[config.mk]
export PLATFORM = sky130hd
export DESIGN_NAME = shared_ram_arbiter
export DESIGN_NICKNAME = d
export VERILOG_FILES = /design/src/rtl/shared_ram_arbiter.sv
export SDC_FILE = /design/constraint.sdc
export NUM_CORES = 1
export LEC_CHECK = 0
export BUFFER_PORTS_ARGS = -buffer_cell sky130_fd_sc_hd__buf_2
export CAP_MARGIN = 20
export CORE_MARGIN = 4
export CORE_UTILIZATION = 47
export CTS_CLUSTER_DIAMETER = 60
export DETAILED_ROUTE_END_ITERATION = 10
export PLACE_DENSITY = 0.84
export SETUP_SLACK_MARGIN = 0.02
export SYNTH_ARGS = -nofsm -noshare
export SYNTH_HDL_FRONTEND = slang
export SYNTH_SLANG_ARGS = --single-unit
[constraint.sdc]
create_clock -name clk -period 3.5 [get_ports clk]
set_input_delay 0 -clock clk [delete_from_list [all_inputs] [get_ports clk]]
set_output_delay 0 -clock clk [all_outputs]
set_load 0.01 [all_outputs]
[src/rtl/shared_ram_arbiter.sv]
module shared_ram_arbiter #(
  parameter int          CPU_AW     = 16,
  parameter int          RAM_AW     = 14,
  parameter int          DW         = 8,
  parameter int          WIN_PAGE   = 1,
  parameter logic [7:0]  IO_MASK    = 8'h01,
  parameter logic [7:0]  IO_MATCH   = 8'h00,
  parameter int          FRAME_DIV  = 280000,
  parameter int          INT_CYCLES = 32
) (
  input  logic              clk,
  input  logic              rst_n,
  input  logic [CPU_AW-1:0] cpu_addr,
  input  logic [DW-1:0]     cpu_wdata,
  output logic [DW-1:0]     cpu_rdata,
  input  logic              mreq_n,
  input  logic              iorq_n,
  input  logic              rd_n,
  input  logic              wr_n,
  output logic              cpu_clk,
  output logic              int_n,
  output logic              io_rd,
  output logic              io_wr,
  input  logic              vid_req,
  input  logic [RAM_AW-1:0] vid_addr,
  output logic              vid_gnt,
  output logic [DW-1:0]     vid_rdata,
  output logic [RAM_AW-1:0] ram_addr,
  output logic              ram_we,
  output logic [DW-1:0]     ram_wdata,
  input  logic [DW-1:0]     ram_rdata
);

  localparam int PAGE_W = CPU_AW - RAM_AW;
  localparam int FW     = $clog2(FRAME_DIV);
  localparam int IW     = $clog2(INT_CYCLES + 1);

  logic          in_win, contended, hold, cpu_rise, io_sel, frame_tick;
  logic [FW-1:0] fcnt;
  logic [IW-1:0] icnt;

  assign in_win     = cpu_addr[CPU_AW-1:RAM_AW] == PAGE_W'(WIN_PAGE);
  assign contended  = !mreq_n && in_win;
  assign hold       = vid_req && contended;
  assign cpu_rise   = !cpu_clk && !hold;

  assign vid_gnt    = vid_req;
  assign ram_addr   = vid_req ? vid_addr : cpu_addr[RAM_AW-1:0];
  assign ram_we     = contended && !vid_req && !wr_n && rd_n;
  assign ram_wdata  = cpu_wdata;
  assign cpu_rdata  = ram_rdata;
  assign vid_rdata  = ram_rdata;

  assign io_sel     = !iorq_n && ((cpu_addr[7:0] & IO_MASK) == IO_MATCH);
  assign io_rd      = io_sel && !rd_n && wr_n;
  assign io_wr      = io_sel && !wr_n && rd_n;

  assign frame_tick = fcnt == FW'(FRAME_DIV - 1);

  always_ff @(posedge clk or negedge rst_n) begin
    if (!rst_n) cpu_clk <= 1'b0;
    else        cpu_clk <= cpu_rise;
  end

  always_ff @(posedge clk or negedge rst_n) begin
    if (!rst_n)          fcnt <= '0;
    else if (frame_tick) fcnt <= '0;
    else                 fcnt <= fcnt + 1'b1;
  end

  always_ff @(posedge clk or negedge rst_n) begin
    if (!rst_n) begin
      int_n <= 1'b1;
      icnt  <= '0;
    end else if (frame_tick) begin
      int_n <= 1'b0;
      icnt  <= '0;
    end else if (!int_n && cpu_rise) begin
      if (icnt == IW'(INT_CYCLES - 1)) int_n <= 1'b1;
      icnt <= icnt + 1'b1;
    end
  end

  p_high_one_r2: assert property (@(posedge clk) disable iff (!rst_n)
    cpu_clk |=> !cpu_clk);

  p_freeze_r4: assert property (@(posedge clk) disable iff (!rst_n)
    (!cpu_clk && vid_req && !mreq_n && in_win) |=> !cpu_clk);

  p_free_r5: assert property (@(posedge clk) disable iff (!rst_n)
    (!cpu_clk && (mreq_n || !in_win)) |=> cpu_clk);

  p_resume_r6: assert property (@(posedge clk) disable iff (!rst_n)
    (!cpu_clk && !vid_req) |=> cpu_clk);

  p_prio_r3: assert property (@(posedge clk) disable iff (!rst_n)
    vid_req |-> (vid_gnt && !ram_we && ram_addr == vid_addr));

  p_rw_excl_r9: assert property (@(posedge clk) disable iff (!rst_n)
    (!rd_n && !wr_n) |-> !(ram_we || io_rd || io_wr));

  p_io_gate_r8: assert property (@(posedge clk) disable iff (!rst_n)
    (io_rd || io_wr) |-> !iorq_n);

  p_len_bound_r11: assert property (@(posedge clk) disable iff (!rst_n)
    !int_n |-> icnt < IW'(INT_CYCLES));

endmodule

==> flow_summary.toml <==
[sta]
finalSetupViolCount = 0
hold_viol_final = 0
drv_slew = 0
rsz0062_at_grt = "false"
setup_ws_ns = 1.95
tightest_slew_ns = 0.583
finalCriticalPeriod_ns = 1.55
finalClockSkew_ns = 0.00213
fmax_ghz = 0.645
fin_setup_tns_ns = 0
timing.hold.ws_ns = 0.00000443
slew_headroom_pct = 61.1
finalCritPeriodShare_pct = 44.3

[routing]
via_per_inst = 5.12
drt-total-wl_um = 3240
ant_nets = 0
vias = 1244
wl_per_cell_um = 13.3
route.detailed.drc = 0
dr.pass1.iters = 4
drt_first_iter_violations = 43

[grt]
antenna_found_initial = 0
grt.total_usage_pct = 15.4
grt_pass1_vias = 1231
grt_pass1_wl_um = 5460
grt_max_degree = 28
overflow = 0

[clock_network]
cts_setup_buffers = 0
cts.repair.resized = 0
worstSkewPairLatency_ns = 0.32
clk_pin_slew_ns = 0.14
clk_path_buf_depth = 2
cts-root-buf = "clkbuf_4"
htree_levels = 1
cts_inserted_buffers = 3
clock-sinks = 27
cts_tree = "yes"
hold_buffers = 1

[synth]
synth_largest_area_cell = "dfrtp_1"
synth_top_area_share_pct = 38.5
seq_area_frac_synth_pct = 40.0
synth.area.top_cells = "dfrtp_1 (38%), buf_4 (12%), mux2_2 (9.3%)"
synthCells = 164
syn_nets = 219
yosys_warnings = 0
netlist_area_mm2 = 0.00169
ys_ff_latch = 27
synth.distinct_cells = 34
syn_area_per_cell_um2 = 10.3

[worst_hold_path]
hold_path_class = "input pin to output pin"

[floorplanning]
core_mm2 = 0.00342
die_y_um = 68.0
io_pins = 97
start_util_pct = 49.5
num_rows = 21
die_area_mm2 = 0.00462
die_x_um = 68.0

[finish]
final_common_cell = "buf_2"
final_layout_size_suffix_gt1_share_pct = 42.1
n_fill_cell = 320
nets = 253
diodes = 0
fin_util_pct = 54.6
syn_to_final_growth_pct = 10.2
final_cell_mix = "buf_2 (56), dfrtp_1 (26), nor2_1 (14), mux2_2 (14), nand3_1 (12)"

[status]
status = "completed"

[pwr]
cellPowerDensity_mw_per_mm2 = 378
leakage_uw = 0.000892
vdd_drop_max_mv = 0.281

[setup_path]
cp-start-kind = "flip-flop"
critical_path_class = "flip-flop to flip-flop"
worstPathRequired_ns = 3.71
crit_fanout = 16
worstSetupEndpointType = "flip-flop"
critPathArrivalTime_ns = 1.76

[place]
dpl.hpwl_um = 2530
portBuffers = 56
gp_congestion = 0.769
place_ws_ns = 1.97

[job]
maxCapViolCount = 0
-- cell usage after synthesis --
library cell,n
buf_4,26
nand4b_1,1
nor3_1,3
mux2_2,14
nand4_2,1
nand2_1,6
and2_1,1
o21ai_0,1
nor4b_1,1
xnor2_1,10
a21oi_1,3
nor2b_1,2
nand2b_1,3
and4_1,1
nor3b_1,1
nor2_4,1
nor4_4,1
nor2_1,14
ha_1,2
nand4bb_1,1
dfstp_2,1
nor3_2,2
and4bb_1,1
xor2_1,10
and3_1,7
inv_1,1
nand4_1,4
dfrtp_1,26
nor2_2,1
nor4_2,1
buf_2,2
nand3_1,12
nand3_4,1
nor4_1,2
-- per-stage QoR --
step / instances / power, uW / cell area, um2
2_1_floorplan: 164 / 537 / 1690
3_5_place_dp: 238 / 578 / 1820
5_1_grt: 243 / 759 / 1860
6_report: 243 / 705 / 1860
4_1_cts: 243 / 716 / 1860
3_3_place_gp: 238 / 569 / 1820
-- power by group --
| group | switching, uW | internal (uW) |
|---|---|---|
| Sequential | 34.2 | 358 |
| Clock | 89.5 | 43.7 |
| Combinational | 91.0 | 88.8 |
-- routing by layer --
layer	track usage, %	part of all wire, %	up-vias
met1	19.3	43	611
li1	-	-	613
met5	0	0	-
met4	3.97	0	0
met2	26.5	53	20
met3	3.78	3.6	0
-- state kept, by name, summed over array words and instances, names as in the netlist --
name / cells
fcnt: 19
icnt: 6
cpu_clk: 1
int_n: 1
-- final timing paths --
check | startpoint | depth (start not counted) | end | slack [ns]
setup / recovery | fcnt[9]$_DFF_PN0_ | 4 | fcnt[18]$_DFF_PN0_ | 1.95
hold / removal | cpu_wdata[1] | 0 | ram_wdata[1] | 0.000004
setup reg to reg | fcnt[9]$_DFF_PN0_ | 4 | fcnt[18]$_DFF_PN0_ | 1.95
hold reg to reg | cpu_clk$_DFF_PN0_ | 1 | cpu_clk$_DFF_PN0_ | 0.48
max in group asynchronous | rst_n | 2 | int_n$_DFFE_PN1P_ | 2.93
min in group asynchronous | rst_n | 2 | fcnt[13]$_DFF_PN0_ | 0.19
-- worst max-delay path, cell delays in order (launching register included) --
cell and delay, ns:
dfrtp_1 0.46, nor4_1 0.30, nand4_1 0.21, nor2_4 0.36, nor3_1 0.11
-- cells by family (layout without fill, tap and decap cells) --
kind of cell             Yosys count  after routing  synth area share (%)
AND/OR/NAND/NOR                   68             68                  25.3
buffers and inverters             29             62                  12.4
flip-flops                        27             27                  40.0
XOR/XNOR                          20             20                  10.4
multiplexers                      14             14                  9.32
AO/OA/AOI/OAI                      4              4                  1.18
adder cells (fa/ha/maj)            2              2                  1.48
-- area by class of cell --
cell class                      count  area (um2)  area share, %
Clock buffer                        3        22.5           1.21
Inverter                            1        3.75          0.201
Tap cell                           46        57.6           3.09
Clock inverter                      1        7.51          0.403
Multi-Input combinational cell    108         806           43.2
Timing Repair Buffer               57         290           15.6
Sequential cell                    27         677           36.3
(Power assumes the default switching activity.)
